## src/rtl/fp_signclass_unit.sv

```systemverilog
`timescale 1ns/1ps
module fp_signclass_unit #(
  parameter int DEXP  = 11,
  parameter int DFRAC = 52,
  parameter int SEXP  = 8,
  parameter int SFRAC = 23
) (
  input  logic [1+DEXP+DFRAC-1:0] op_a,
  input  logic [1+DEXP+DFRAC-1:0] op_b,
  input  logic [1:0]              op_sel,
  input  logic                    is_double,
  output logic [1+DEXP+DFRAC-1:0] result
);
  localparam int DW      = 1 + DEXP + DFRAC;
  localparam int SW      = 1 + SEXP + SFRAC;
  localparam int NCLASS  = 10;

  localparam logic [1:0] OP_COPY = 2'b00;
  localparam logic [1:0] OP_NEG  = 2'b01;
  localparam logic [1:0] OP_XOR  = 2'b10;
  localparam logic [1:0] OP_CLS  = 2'b11;

  function automatic logic [NCLASS-1:0] sort_class(
    input logic s, input logic e_max, input logic e_zero,
    input logic f_zero, input logic f_top);
    logic [NCLASS-1:0] m;
    m = '0;
    if (e_max) begin
      if (f_zero)     m[s ? 0 : 7] = 1'b1;
      else if (f_top) m[9] = 1'b1;
      else            m[8] = 1'b1;
    end else if (e_zero) begin
      if (f_zero) m[s ? 3 : 4] = 1'b1;
      else        m[s ? 2 : 5] = 1'b1;
    end else begin
      m[s ? 1 : 6] = 1'b1;
    end
    return m;
  endfunction

  logic              sa, sb, new_sign;
  logic [NCLASS-1:0] d_mask, s_mask, mask;

  assign sa = is_double ? op_a[DW-1] : op_a[SW-1];
  assign sb = is_double ? op_b[DW-1] : op_b[SW-1];

  assign d_mask = sort_class(op_a[DW-1], &op_a[DW-2:DFRAC], ~|op_a[DW-2:DFRAC],
                             ~|op_a[DFRAC-1:0], op_a[DFRAC-1]);
  assign s_mask = sort_class(op_a[SW-1], &op_a[SW-2:SFRAC], ~|op_a[SW-2:SFRAC],
                             ~|op_a[SFRAC-1:0], op_a[SFRAC-1]);
  assign mask   = is_double ? d_mask : s_mask;

  always_comb begin
    case (op_sel)
      OP_COPY: new_sign = sb;
      OP_NEG:  new_sign = ~sb;
      default: new_sign = sa ^ sb;
    endcase
  end

  always_comb begin
    if (op_sel == OP_CLS)
      result = {{(DW-NCLASS){1'b0}}, mask};
    else if (is_double)
      result = {new_sign, op_a[DW-2:0]};
    else
      result = {{(DW-SW){1'b1}}, new_sign, op_a[SW-2:0]};
  end

  always_comb begin
    if (op_sel == OP_CLS) begin

      one_class_chk: assert ($countones(result[NCLASS-1:0]) == 1 && result[DW-1:NCLASS] == '0);
    end
    if (op_sel != OP_CLS && is_double) begin

      body_kept_chk: assert (result[DW-2:0] == op_a[DW-2:0]);
    end
    if (op_sel != OP_CLS && !is_double) begin

      single_box_chk: assert (&result[DW-1:SW] && result[SW-2:0] == op_a[SW-2:0]);
    end
    if (op_sel == OP_NEG) begin

      neg_sign_chk: assert ((is_double ? result[DW-1] : result[SW-1]) != (is_double ? op_b[DW-1] : op_b[SW-1]));
    end
  end
endmodule

```

## config.mk

```make
export PLATFORM = sky130hd
export DESIGN_NAME = fp_signclass_unit
export DESIGN_NICKNAME = d
export VERILOG_FILES = /design/src/rtl/fp_signclass_unit.sv
export SDC_FILE = /design/constraint.sdc
export NUM_CORES = 1
export LEC_CHECK = 0
export BUFFER_PORTS_ARGS = -buffer_cell sky130_fd_sc_hd__buf_2
export CAP_MARGIN = 5
export CELL_PAD_IN_SITES_DETAIL_PLACEMENT = 1
export CELL_PAD_IN_SITES_GLOBAL_PLACEMENT = 1
export CORE_ASPECT_RATIO = 2
export CORE_UTILIZATION = 14
export DETAILED_ROUTE_END_ITERATION = 7
export PLACE_DENSITY = 0.86
export SYNTH_ARGS = -nofsm -noshare
export SYNTH_HDL_FRONTEND = slang
export SYNTH_SLANG_ARGS = --single-unit
```

## constraint.sdc

```tcl
create_clock -name vclk -period 2.65
set_input_delay 0.53 -clock vclk [all_inputs]
set_output_delay 0.53 -clock vclk [all_outputs]
set_load 0.01 [all_outputs]
```

## After elaboration in Yosys (flattened, before gate mapping)

Cells that the tools add are included.

- Bits in latches: 0
- Output and inout port bits: 64
- Bits in read-only memories: 0
- Flip-flop bits (word level): 0
- Memories: 0
- Word-level logic and storage cells: 79
- Bits in writable memories: 0
- Input port bits: 131

- Div/mod/pow operators: 0
- Order comparisons: 16
- Bitwise operators: 2
- Mux-type cells: 44
- Reduce and logical (&&, ||, !) cells: 15
- Multipliers: 0
- Shift-type cells: 0
- Equality and inequality tests: 2
- $add $sub $neg: 0

Operators by type and width:

| cell | count |
|---|---|
| 64-bit two-way mux | 2 |
| 10-bit two-way mux | 7 |
| 52-bit OR reduction | 1 |
| 3-bit by 5-bit < comparator with 1-bit output, second input constant | 8 |
| 1-bit demux with 4-bit select | 8 |
| 3-bit by 1-bit greater-or-equal comparator with 1-bit output, second input constant | 8 |
| 3-bit two-way mux | 8 |
| 23-bit OR reduction | 1 |
| 8-bit two-way mux | 2 |
| 1-bit two-way mux | 14 |
| 11-bit AND reduction | 1 |
| 11-bit OR reduction | 1 |
| 1-bit logical AND | 8 |
| 8-bit AND reduction | 1 |
| 8-bit OR reduction | 1 |
| 2-bit two-way mux | 2 |
| 2-bit by 1-bit equality test with 1-bit output, second input constant | 1 |
| 2-bit equality test, second input constant | 1 |
| 2-bit zero test | 1 |
| 1-bit one-hot mux with 2 select lines | 1 |
| 1-bit NOT | 1 |
| 1-bit XOR | 1 |

## Depth between registers and ports, before layout

Gate-level depths: netlist (run 1).

- Word-level depth: 10
- Gate-level depth with buffers: 6
- Gate-level depth less buffers: 5

## Worst setup path before layout (run 1)

OpenSTA, ideal clock, no wires.

- Path type: input -> output
- From: input port op_a[17]
- To: output port result[4]
- Setup slack: 0.335 ns
- Data arrival time: 1.785 ns
- Stages: 5
- Data required time: 2.120 ns
- Path through: nor4_2 -> nand4_2 -> nor4_4 -> inv_1 -> o31ai_1

- Word-level cells in the longest chain between the ends: 6
- Elaborated cells between the ends (all ways): 12
- Classes of those cells: 10 x mux; 2 x reduce/logical

Ends and longest elaborated chain:

| item | line | text |
|---|---|---|
| start: declaration | 8 | `input logic [1+DEXP+DFRAC-1:0] op_a,` |
| 52-bit OR reduction / 23-bit OR reduction (equally long branches) | 48, 50 |  |
| 10-bit two-way mux | 33 | `if (f_zero) m[s ? 3 : 4] = 1'b1;` |
| 10-bit two-way mux | 32 | `end else if (e_zero) begin` |
| 10-bit two-way mux | 28 | `if (e_max) begin` |
| 10-bit two-way mux * | 51 | `assign mask = is_double ? d_mask : s_mask;` |
| 64-bit two-way mux * | 62 | `if (op_sel == OP_CLS)` |
| end: declaration | 12 | `output logic [1+DEXP+DFRAC-1:0] result` |

Every way passes the cells marked *; elsewhere a longest branch is shown, timed or not.

## Worst setup path after layout (run 1)

Same ends and word-level chain as after synthesis.

==> run summary, run 1 <==
status = finished, final reports clean
Worst slew margin = 0.645
Layout area overhead = 88.1%
mean area per synthesized cell = 5.73 um2
Area contributors post-synth = a21oi_1, and2_1, inv_1, nor4_1, nand4_1
core area = 6990 um2
buffers added on ports = 133
Cells after DPL = 396
post-route minimum period = 2610 ps
routed len/inst = 13.6 um
Total Power = 0.315 mW
CP Depth = 7
delay-heaviest family, CP = simple AND/OR/NAND/NOR gates
Rows = 43
vias in the first global route = 1,755
Horiz. Die Dim = 62.4 um
gp weighted congestion = 0.824
Syn Inst Count = 178
first-pass GRT wire length = 8180 um
fraction of the yosys area taken by sequential cells = 0
Layout Cells excl Fill = 400
Fmax = 384 MHz
clkbuf count = 0
RSZ-0062 raised after global routing = yes
Multi-input gate area = 883 um2
initial core utilization = 0.146
# Max-Cap Violations = 0
register area = 0 um2
WHS = 1370 ps
die area = 7650 um2
global route total overflow = 0
Ys Warns = 0
worst path cell trace = buf_2 > nor4_4 > nand4_2 > nor4_4 > inv_1 > o31ai_1 > buf_2
Max FO, Critical Path = 5
Setup-failing EPs final = 0
fin crit share = 0.984
Routed WL = 5440 um
number of remaining DRC errors = 0
Leak = 1.00 nW
Yosys top cell area share = 0.177
seq_cells = 0
Yosys cell types = 30
Buffers & Inverters on Critical Path = 3
DR vias = 1,807
post-route ant nets = 0
Pwr Density = 164 nW/um2
worst slew pin tran = 528 ps
I/O pins = 195
slowest stage delay, CP = 450 ps
Worst setup EP type = primary output
# nets final = 443
DP HPWL = 4660 um
layout cells sized above 1 = 0.516
CP Class = in2out
Arr. time, crit path = 2080 ps
Final Hold Fails = 0
hold_buf cts = 0
Slew Viols, Final = 0
via/cell ratio = 4.52
Initial DRC Count = 51
initial antenna violation count = 0
Hold WC Path Type = in2out
CP max stage cell = nor4_4
largest area contributor in the netlist = a21oi_1
Max rail drop VDD = 0.0490 mV
Post-Syn Area = 1020 um2
DRT Pass-1 Iters = 4
Post-Route Setup TNS = 0 ps
largest net degree at the start of global routing = 35
CP required = 2120 ps
post-synthesis net count = 309
CP startpoint kind = primary input
die height = 123 um
n_diodes = 0
# fillers = 953
GRT Total Usage = 0.130
Hold Crit Depth = 3
[cell usage after synthesis (2+ instances only)]
master / n
a21oi_1: 36
inv_1: 34
and2_1: 22
nor4_1: 11
clkbuf_1: 10
nand4_1: 8
nor2_1: 8
nor3_1: 6
a32oi_1: 4
nand2_1: 4
nand3_1: 4
nor4_2: 4
a31oi_1: 3
buf_6: 3
nand3b_1: 2
nor4_4: 2
nor4b_1: 2
o21ai_0: 2
o21ai_1: 2
[through the flow]
step	util	setup WS (ps)	instance area, um2
floorplan	-	335	1020
finish	0.274	42.6	1920
CTS	0.261	-30.3	1820
global placement	0.256	9.38	1790
global route	0.274	-83.4	1920
detailed placement	0.256	-24.1	1790
[logic make-up (layout without fill, tap and decap cells)]
family | after synthesis | after routing | share of synthesized area
AND/OR/NAND/NOR | 76 | 76 | 0.492
AO/OA/AOI/OAI | 53 | 53 | 0.301
XOR/XNOR | 1 | 1 | 0.00859
buffers and inverters | 48 | 180 | 0.199
[repair_timing]
action	4_1_cts	5_1_grt
pin swaps	5	7
endpoints found under the setup margin	2	7
setup buffers	1	3
resized for setup	4	14
[worst min-delay path, cell delays in order]
cell and delay [ps]:
buf_6 80, and2_1 110, buf_2 120
[where the power goes]
group	internal [mW]	leakage, nW	switching, mW
clock	0	0	0
sequential	0	0	0
combinational	0.141	1.00	0.174
total	0.141	1.00	0.174
[metal layers]
layer | vias to the layer above | part of all wire | track usage
met3 | 4 | 0.064 | 0.0204
li1 | 897 | - | -
met1 | 807 | 0.35 | 0.128
met4 | 0 | 0.012 | 0.0218
met2 | 99 | 0.57 | 0.276
met5 | - | 0 | 0
[area by class of cell]
type | count | area share
Timing Repair Buffer | 146 | 0.414
Multi-Input combinational cell | 130 | 0.461
Inverter | 34 | 0.0665
Tap cell | 90 | 0.0587
[final timing paths]
path | startpoint | endpoint | slack [ps]
worst min-delay path | op_a[25] | result[25] | 1370
worst max-delay path | op_a[17] | result[4] | 40
[cells in the final DEF (no fill, tap or decap), types with 2 or more instances in the layout]
cell / count
a32oi_1: 4
buf_2: 128
a21oi_1: 36
nor4_1: 6
a31oi_1: 3
inv_1: 34
nor2_1: 8
nand2_1: 4
nor4_2: 5
nor4b_1: 2
nand4_1: 8
nor4_4: 6
o21ai_1: 3
nand3_1: 4
nand3b_1: 2
nor3_1: 6
buf_6: 3
and2_1: 22
buf_4: 14
Note: power is estimated with default switching activity, not from simulation.
==> run 2: changes to the inputs <==
--- a/config.mk
+++ b/config.mk
@@ -12,7 +12,8 @@
 export CORE_ASPECT_RATIO = 2
 export CORE_UTILIZATION = 14
 export DETAILED_ROUTE_END_ITERATION = 7
-export PLACE_DENSITY = 0.86
+export PLACE_DENSITY_LB_ADDON = 0.15
+export SLEW_MARGIN = 20
 export SYNTH_ARGS = -nofsm -noshare
 export SYNTH_HDL_FRONTEND = slang
 export SYNTH_SLANG_ARGS = --single-unit
==> run summary, run 2 (synthesis results as in run 1) <==
status = finished, final reports clean
die area = 7650 um2 (unchanged)
n_diodes = 0 (unchanged)
Max rail drop VDD = 0.0400 mV (-18%)
I/O pins = 195 (unchanged)
seq_cells = 0 (unchanged)
slowest stage delay, CP = 300 ps (-150 ps)
Cell Area, Placed = 1840 um2 (+2.9%)
routed len/inst = 13.6 um (+0.13%)
gp weighted congestion = 0.781 (-5.2%)
CP startpoint kind = primary input
# fillers = 955 (+0.21%)
Max FO, Critical Path = 3 (-2)
initial antenna violation count = 0 (unchanged)
Fmax = 387 MHz (+0.98%)
post-layout util = 0.283 (+0.00859)
RSZ-0062 raised after global routing = yes
first-pass GRT wire length = 8450 um (+3.4%)
Worst setup EP type = primary output
die height = 123 um (unchanged)
CP max stage cell = nor4_4
worst path cell trace = buf_8 > nor4_4 > nand4_1 > nor4_4 > buf_4 > nor3_2 > a221o_1 > buf_2
# Max-Cap Violations = 0 (unchanged)
CP required = 2120 ps (about the same)
via/cell ratio = 4.45 (-1.4%)
most frequent cells in the layout = buf_2, a21oi_1, inv_1
worst hold start = op_a[24]
Horiz. Die Dim = 62.4 um (unchanged)
CP Class = in2out
Pwr Density = 159 nW/um2 (-3.2%)
Critical path origin = op_a[24]
fin crit share = 0.974 (-0.00952)
Hold WC Path Type = in2out
post-route ant nets = 0 (unchanged)
Setup-failing EPs final = 0 (unchanged)
Layout area overhead = 94.0%
register area = 0 um2 (unchanged)
post-route minimum period = 2580 ps (-25.2 ps)
number of remaining DRC errors = 0 (unchanged)
worst slew pin tran = 481 ps (-46.9 ps)
largest net degree at the start of global routing = 31 (-11%)
Final Hold Fails = 0 (unchanged)
Rows = 43 (unchanged)
Leak = 1.04 nW (+3.5%)
commonest non-fill, non-tap cell in the layout = buf_2
GRT Total Usage = 0.135 (+0.00504)
delay-heaviest family, CP = simple AND/OR/NAND/NOR gates
# nets final = 449 (+1.4%)
Hold Crit Depth = 3 (unchanged)
clkbuf count = 0 (unchanged)
Worst slew margin = 0.679 (+0.0345)
Total Power = 0.314 mW (-0.15%)
post-route cell area = 1980 um2 (+3.1%)
initial core utilization = 0.146 (unchanged)
Slew Viols, Final = 0 (unchanged)
global route total overflow = 0 (unchanged)
Routed WL = 5530 um (+1.6%)
DR vias = 1,808 (+0.055%)
Arr. time, crit path = 2050 ps (-30 ps)
Initial DRC Count = 32 (-37%)
Hold Path Sink = result[24]
DRT Pass-1 Iters = 4 (unchanged)
buffers added on ports = 133 (unchanged)
vias in the first global route = 1,788 (+1.9%)
layout cells sized above 1 = 0.528 (+0.0124)
Buffers & Inverters on Critical Path = 3 (unchanged)
most frequent CP cell = nor4_4
core area = 6990 um2 (unchanged)
DP HPWL = 4890 um (+4.7%)
[run 2: worst max path at each step]
stage / slack (ps) / to / cells after the start
2_1_floorplan: 330 / result[4] / 5
3_3_place_gp: -120 / result[4] / 8
3_5_place_dp: -20 / result[5] / 8
4_1_cts: 20 / result[5] / 8
5_1_grt: -40 / result[4] / 8
6_report: 70 / result[5] / 8
[run 2: tightest hold or removal path: stages]
cell and delay (ps):
buf_8 80, and2_1 110, buf_2 120
[run 2: final cells by class]
class | count | area, um2 | area share
inverters | 34 | 128 | 0.0645
multi-input cells | 130 | 895 | 0.452
well taps | 90 | 113 | 0.0569
repair buffers | 152 | 843 | 0.426
[run 2: where the power goes]
group	total (mW)	switching, mW	leakage (nW)	internal [mW]
clock	0	0	0	0
combinational	0.314	0.172	1.04	0.143
sequential	0	0	0	0
total	0.314	0.172	1.04	0.143
[run 2: per-layer routing]
metal / part of all wire / vias to the layer above / track usage
li1: - / 908 / -
met1: 0.35 / 813 / 0.142
met2: 0.58 / 87 / 0.288
met3: 0.062 / 0 / 0.0167
met4: 0 / 0 / 0.00291
met5: 0 / - / 0
[run 2: timing repair]
item | CTS | global route
resized for setup | 3 | 19
endpoints found under the hold margin | 0 | 0
hold buffers | 0 | 0
buffers inserted | 0 | 3
setup endpoints to repair | 4 | 6
pin swaps | 1 | 11
[run 2: through the flow]
stage | hold slack, ps | worst slack (ps) | TNS [ps] | cells
floorplan | 1150 | 335 | 0 | 178
global placement | 1370 | -116 | -377 | 403
detailed placement | 1380 | -22.5 | -50.4 | 403
CTS | 1370 | 16.6 | 0 | 403
global route | 1380 | -42.8 | -93.0 | 406
finish | 1370 | 67.9 | 0 | 406
